File: src/rtl/prc_pkg.sv
package prc_pkg;
    localparam int CNT_W  = 8;
    localparam int SEL_W  = 3;
    localparam int PSC_W  = (1 << SEL_W) - 1;
    localparam int ADDR_W = 2;

    localparam logic [ADDR_W-1:0] A_CTRL   = 2'd0;
    localparam logic [ADDR_W-1:0] A_RELOAD = 2'd1;
    localparam logic [ADDR_W-1:0] A_COUNT  = 2'd2;

    localparam int B_SEL   = 0;
    localparam int B_SRC   = 3;
    localparam int B_EN    = 4;
    localparam int B_FORCE = 5;

    typedef struct packed {
        logic [SEL_W-1:0] sel;
        logic             src_ext;
        logic             en;
    } ctrl_t;
endpackage

File: src/rtl/prc_edge_sync.sv
module prc_edge_sync (
    input  logic clk,
    input  logic rst_n,
    input  logic async_in,
    output logic rise
);
    typedef struct packed {
        logic s1;
        logic s2;
        logic s3;
    } sync_t;

    sync_t sync_d, sync_q;

    always_comb begin
        sync_d.s1 = async_in;
        sync_d.s2 = sync_q.s1;
        sync_d.s3 = sync_q.s2;
    end

    always_ff @(posedge clk) begin
        if (!rst_n) sync_q <= '0;
        else        sync_q <= sync_d;
    end

    assign rise = sync_q.s2 & ~sync_q.s3;

    // one detected edge never lasts two cycles
    p_single_edge_r10: assert property (@(posedge clk) disable iff (!rst_n)
        rise |=> !rise);
endmodule

File: src/rtl/prc_prescaler.sv
module prc_prescaler #(
    parameter int SEL_W = 3,
    parameter int PSC_W = (1 << SEL_W) - 1
) (
    input  logic             clk,
    input  logic             rst_n,
    input  logic             in_tick,
    input  logic             enable,
    input  logic             clear,
    input  logic [SEL_W-1:0] sel,
    output logic             tick
);
    typedef struct packed {
        logic [PSC_W-1:0] psc;
    } psc_t;

    psc_t             st_d, st_q;
    logic [PSC_W-1:0] mask;
    logic             full;

    always_comb begin
        mask = ~({PSC_W{1'b1}} << sel);
        full = (st_q.psc & mask) == mask;
        tick = in_tick & enable & full & ~clear;
        st_d = st_q;
        if (clear)                  st_d.psc = '0;
        else if (in_tick && enable) st_d.psc = st_q.psc + PSC_W'(1);
    end

    always_ff @(posedge clk) begin
        if (!rst_n) st_q <= '0;
        else        st_q <= st_d;
    end

    p_hold_r5: assert property (@(posedge clk) disable iff (!rst_n)
        (!enable && !clear) |=> $stable(st_q.psc));
    p_clear_r7: assert property (@(posedge clk) disable iff (!rst_n)
        clear |=> (st_q.psc == '0));
    p_tap_phase_r6: assert property (@(posedge clk) disable iff (!rst_n)
        tick |=> ((st_q.psc & $past(mask)) == '0));
endmodule

File: src/rtl/prc_core.sv
module prc_core
    import prc_pkg::*;
(
    input  logic              clk,
    input  logic              rst_n,
    input  logic              wr_en,
    input  logic [ADDR_W-1:0] wr_addr,
    input  logic [CNT_W-1:0]  wr_data,
    input  logic [ADDR_W-1:0] rd_addr,
    input  logic              tick,
    output logic [CNT_W-1:0]  rd_data,
    output logic [CNT_W-1:0]  count,
    output logic              overflow,
    output ctrl_t             ctrl,
    output logic              psc_clear
);
    typedef struct packed {
        ctrl_t            ctrl;
        logic [CNT_W-1:0] reload;
        logic [CNT_W-1:0] cnt;
        logic             ovf;
    } core_t;

    core_t core_d, core_q;
    logic  wr_ctrl, wr_rel, wr_cnt, force_ld;

    always_comb begin
        wr_ctrl  = wr_en && (wr_addr == A_CTRL);
        wr_rel   = wr_en && (wr_addr == A_RELOAD);
        wr_cnt   = wr_en && (wr_addr == A_COUNT);
        force_ld = wr_ctrl && wr_data[B_FORCE];

        core_d     = core_q;
        core_d.ovf = 1'b0;
        if (wr_ctrl) begin
            core_d.ctrl.sel     = wr_data[B_SEL +: SEL_W];
            core_d.ctrl.src_ext = wr_data[B_SRC];
            core_d.ctrl.en      = wr_data[B_EN];
        end
        if (wr_rel) core_d.reload = wr_data;
        if (wr_cnt) begin
            core_d.cnt = wr_data;
        end else if (force_ld) begin
            core_d.cnt = core_q.reload;
        end else if (tick) begin
            if (core_q.cnt == '1) begin
                core_d.cnt = core_q.reload;
                core_d.ovf = 1'b1;
            end else begin
                core_d.cnt = core_q.cnt + CNT_W'(1);
            end
        end
    end

    always_ff @(posedge clk) begin
        if (!rst_n) core_q <= '0;
        else        core_q <= core_d;
    end

    always_comb begin
        rd_data = '0;
        case (rd_addr)
            A_CTRL: begin
                rd_data[B_SEL +: SEL_W] = core_q.ctrl.sel;
                rd_data[B_SRC]          = core_q.ctrl.src_ext;
                rd_data[B_EN]           = core_q.ctrl.en;
            end
            A_RELOAD: rd_data = core_q.reload;
            A_COUNT:  rd_data = core_q.cnt;
            default:  rd_data = '0;
        endcase
    end

    assign count     = core_q.cnt;
    assign overflow  = core_q.ovf;
    assign ctrl      = core_q.ctrl;
    assign psc_clear = wr_cnt | force_ld;

    p_step_r2: assert property (@(posedge clk) disable iff (!rst_n)
        (tick && !psc_clear && core_q.cnt != '1) |=> (core_q.cnt == $past(core_q.cnt) + CNT_W'(1)));
    p_ovf_reload_r3: assert property (@(posedge clk) disable iff (!rst_n)
        core_q.ovf |-> (core_q.cnt == $past(core_q.reload)));
    p_ovf_origin_r4: assert property (@(posedge clk) disable iff (!rst_n)
        core_q.ovf |-> ($past(core_q.cnt) == '1));
    p_freeze_r5: assert property (@(posedge clk) disable iff (!rst_n)
        (!core_q.ctrl.en && !psc_clear) |=> $stable(core_q.cnt));
    p_force_r8: assert property (@(posedge clk) disable iff (!rst_n)
        (force_ld && !wr_cnt) |=> (core_q.cnt == $past(core_q.reload)));
    p_write_prio_r9: assert property (@(posedge clk) disable iff (!rst_n)
        wr_cnt |=> (core_q.cnt == $past(wr_data) && !core_q.ovf));
endmodule

File: src/rtl/prc_counter.sv
module prc_counter
    import prc_pkg::*;
(
    input  logic              clk,
    input  logic              rst_n,
    input  logic              ext_freq_in,
    input  logic              wr_en,
    input  logic [ADDR_W-1:0] wr_addr,
    input  logic [CNT_W-1:0]  wr_data,
    input  logic [ADDR_W-1:0] rd_addr,
    output logic [CNT_W-1:0]  rd_data,
    output logic [CNT_W-1:0]  count,
    output logic              overflow
);
    ctrl_t ctrl;
    logic  ext_rise, in_tick, psc_clear, tick;

    prc_edge_sync u_sync (
        .clk      (clk),
        .rst_n    (rst_n),
        .async_in (ext_freq_in),
        .rise     (ext_rise)
    );

    assign in_tick = ctrl.src_ext ? ext_rise : 1'b1;

    prc_prescaler #(.SEL_W(SEL_W), .PSC_W(PSC_W)) u_psc (
        .clk     (clk),
        .rst_n   (rst_n),
        .in_tick (in_tick),
        .enable  (ctrl.en),
        .clear   (psc_clear),
        .sel     (ctrl.sel),
        .tick    (tick)
    );

    prc_core u_core (
        .clk       (clk),
        .rst_n     (rst_n),
        .wr_en     (wr_en),
        .wr_addr   (wr_addr),
        .wr_data   (wr_data),
        .rd_addr   (rd_addr),
        .tick      (tick),
        .rd_data   (rd_data),
        .count     (count),
        .overflow  (overflow),
        .ctrl      (ctrl),
        .psc_clear (psc_clear)
    );

    // with the external source picked, counting needs an external edge
    p_ext_only_r10: assert property (@(posedge clk) disable iff (!rst_n)
        (ctrl.src_ext && !ext_rise) |-> !tick);
endmodule

File: config.mk
export PLATFORM = sky130hd
export DESIGN_NAME = prc_counter
export DESIGN_NICKNAME = d
export VERILOG_FILES = /design/src/rtl/prc_pkg.sv /design/src/rtl/prc_edge_sync.sv /design/src/rtl/prc_prescaler.sv /design/src/rtl/prc_core.sv /design/src/rtl/prc_counter.sv
export SDC_FILE = /design/constraint.sdc
export NUM_CORES = 1
export LEC_CHECK = 0
export ABC_AREA = 1
export BUFFER_PORTS_ARGS = -buffer_cell sky130_fd_sc_hd__buf_4
export CORE_ASPECT_RATIO = 0.9
export CORE_MARGIN = 5
export CORE_UTILIZATION = 60
export CTS_BUF_LIST = sky130_fd_sc_hd__clkbuf_8
export DETAILED_ROUTE_END_ITERATION = 8
export GPL_TIMING_DRIVEN = 0
export MAX_ROUTING_LAYER = met4
export PLACE_DENSITY = 0.84
export SLEW_MARGIN = 30
export SYNTH_ARGS = -nofsm -noshare
export SYNTH_HDL_FRONTEND = slang
export SYNTH_SLANG_ARGS = --single-unit
File: constraint.sdc
create_clock -name clk -period 4.05 [get_ports clk]
set_input_delay 1.0125 -clock clk [delete_from_list [all_inputs] [get_ports clk]]
set_output_delay 1.0125 -clock clk [all_outputs]
set_load 0.03 [all_outputs]
==> impl_metrics.py <==
metrics = {
    "run": {
        "maxCapViolations": 0,
    },
    "power_and_ir_drop": {
        "p_leak_nw": 1.20,
        "power_frac_seq_pct": 47.2,
        "irDropWorstVdd_uv": 214,
        "swShare_pct": 29.6,
        "p_switching_uw": 219,
        "p_int_uw": 520,
        "powerDensity_nw_per_um2": 316,
        "combPwrFrac_pct": 19.0,
        "finalPower_uw": 739,
        "p_clk_share_pct": 33.8,
    },
    "clocking": {
        "cts_buffers": 5,
        "hold_buffers": 0,
        "root_buffer": "clkbuf_8",
        "clock_sinks": 32,
        "postCtsSetupBuffers": 0,
        "clk_latency_ns": 0.29,
        "ctsHtreeMaxLevel": 2,
        "cts_tree": "done",
        "post_cts_resize_count": 0,
        "path_clk_slew_ns": 0.06,
        "cts_buffer_depth": 2,
    },
    "global_route": {
        "grt_overflow": 0,
        "grt_pass1_vias": 1907,
        "grt_use_total_pct": 23.1,
        "grt_pass1_wl_mm": 8.16,
        "grt_max_degree": 11,
        "antenna_found_initial": 0,
    },
    "yosys": {
        "netlist_instances": 302,
        "ys_warn_count": 0,
        "ys_types": 29,
        "synth_fp_nets": 324,
        "synth_area_um2": 1950,
        "ys_seq_area_share_pct": 32.8,
        "avgSynthCellArea_um2": 6.47,
        "synth_top_cell_by_area": "dfxtp_1",
        "ys_ff_latch": 32,
        "synth_top_area_share_pct": 32.8,
        "synth.area.top_cells": "dfxtp_1 (33%), nand2_1 (17%), o21ai_0 (6.7%)",
    },
    "detailed_routing": {
        "drtPass1Iterations": 4,
        "drtIter0Drc": 166,
        "final_antenna_net_count": 0,
        "drc_errors": 0,
        "avgViaCountPerCell": 5.19,
        "wl_per_cell_um": 12.1,
        "totalWireLength_mm": 4.65,
        "vias": 1993,
    },
    "worst_setup_path": {
        "worstPathMaxFanout": 8,
        "cp-end-kind": "output port",
        "regToRegSetupSlack_ns": 2.45,
        "timing.rr.end": "u_core.count[2]$_SDFFE_PN0P_",
        "worst_setup_path_start_kind": "primary input",
        "cp_data_required_time_ns": 3.04,
        "r2r_cells": 10,
        "crit_type": "in2out",
        "r2r-start": "u_psc.st_q[0]$_SDFFE_PP0P_",
        "arrival_ns": 2.13,
    },
    "finish": {
        "area_growth_syn_to_layout_pct": 19.6,
        "layout_common_cells": "nand2_1 (86), buf_4 (41), inv_1 (36)",
        "utilization_pct": 75.6,
        "fin_cells": 384,
        "n_fill_cell": 271,
        "n_antenna_cell": 0,
        "multi_input_area_um2": 1070,
        "layout-drive-gt1-share_pct": 19.3,
        "nets": 363,
        "final_common_cell": "nand2_1",
        "seq_area_um2": 641,
    },
    "timing": {
        "clock_skew_ns": 0.00692,
        "fin_crit_sh_pct": 77.7,
        "fin_crit_ns": 3.14,
        "tns_ns": 0,
        "setup_viol": 0,
        "rsz0062_at_grt": "false",
        "tightest_slew_ns": 0.472,
        "hold-worst-slack_ns": 0.422,
        "finalHoldViolCount": 0,
        "slew_violations": 0,
        "max_freq_mhz": 318,
        "slew_headroom_pct": 68.5,
    },
    "hold_path": {
        "hold_path.class": "reg2reg",
        "hold_end": "u_sync.sync_d[0]$_SDFF_PN0_",
        "hold_start": "u_sync.sync_d[1]$_SDFF_PN0_",
        "hold_path_depth": 2,
    },
    "floorplanning": {
        "die_x_um": 70.2,
        "initial_core_util_pct": 63.2,
        "die_area_um2": 4500,
        "ios": 33,
        "die_h_um": 64.1,
        "rows": 19,
        "coreArea_um2": 3090,
    },
    "placed_design": {
        "dp.cells": 376,
        "place.gp.congestion": 0.915,
        "dp_hpwl_mm": 3.66,
        "io_buffers": 32,
    },
    "outcome": {
        "status": "finished clean",
    },
}
worst max path at each step:
stage	from	to	slack (ns)	depth (start not counted)
finish	rd_addr[0]	rd_data[3]	0.91	9
global route	rd_addr[1]	rd_data[2]	0.80	9
CTS	rd_addr[0]	rd_data[3]	0.92	9
detailed placement	rd_addr[0]	rd_data[3]	0.92	9
global placement	rd_addr[0]	rd_data[3]	0.97	9
floorplan	rd_addr[0]	rd_data[6]	1.03	5
power by group through the flow:
stage	logic, mW	clock network [mW]	registers, mW
after floorplan	0.0958	0	0.350
after detailed placement	0.141	0	0.356
after CTS	0.141	0.250	0.349
after global routing	0.157	0.270	0.351
final	0.141	0.250	0.349
after global placement	0.137	0	0.356
registers in the layout, indices dropped and copies added (netlist names):
name,flops
u_sync.sync_q,1
u_psc.st_q,7
u_core.core_q,8
u_core.count,8
u_core.ctrl,5
u_sync.sync_d,2
u_core.overflow,1
area by class of cell:
cell class | instances | share of cell area, %
buffer | 15 | 3.91
clock buffer | 6 | 3.53
clock inverter | 2 | 0.321
inverter | 40 | 6.42
multi-input combinational | 215 | 45.9
sequential | 32 | 27.4
tap | 42 | 2.25
timing repair buffer | 32 | 10.3
through the flow:
stage	setup WS (ns)	cell area [µm²]
6_report	0.905	2340
3_5_place_dp	0.921	2250
4_1_cts	0.920	2340
2_1_floorplan	1.03	1950
3_3_place_gp	0.968	2250
5_1_grt	0.798	2340
worst max-delay path, stage by stage:
cell	delay [ns]
buf_4	0.12
inv_1	0.08
ha_1	0.14
clkbuf_1	0.33
nand2_1	0.10
nand3_1	0.09
nand2_1	0.05
inv_1	0.05
buf_4	0.15
per-layer routing:
metal | wire (µm) | GRT usage (%) | up-vias | share of wire, %
li1 | - | - | 1025 | -
met1 | 2110 | 28.2 | 891 | 45
met2 | 2130 | 36.6 | 70 | 46
met3 | 364 | 6.43 | 7 | 7.8
met4 | 52 | 8.37 | 0 | 1.1
met5 | 0 | - | - | 0
synth_stat cells:
library cell	n
a21boi_1	1
a21oi_1	23
and3_1	1
buf_2	1
buf_4	9
clkbuf_1	5
dfxtp_1	32
ha_1	6
inv_1	34
inv_2	6
nand2_1	86
nand2_2	2
nand2_4	1
nand3_1	16
nand3_2	1
nand4_1	3
nor2_1	27
nor2_2	1
nor2_4	2
nor2_8	1
nor3_1	2
nor3_2	2
nor3_4	1
nor4_1	1
o21ai_0	26
o21ai_1	6
or2_2	1
xnor2_1	1
xor2_1	4
cell families (layout without fill, tap and decap cells):
group,after synthesis,in the layout,share of synthesized area (%)
fa+ha+maj,6,6,3.84
flops,32,32,32.8
simple gates,148,148,34.3
xor+xnor,5,5,2.24
compound gates,56,56,14.5
buf+inv,55,95,12.4
No activity file was read; power rests on OpenSTA's default activity.
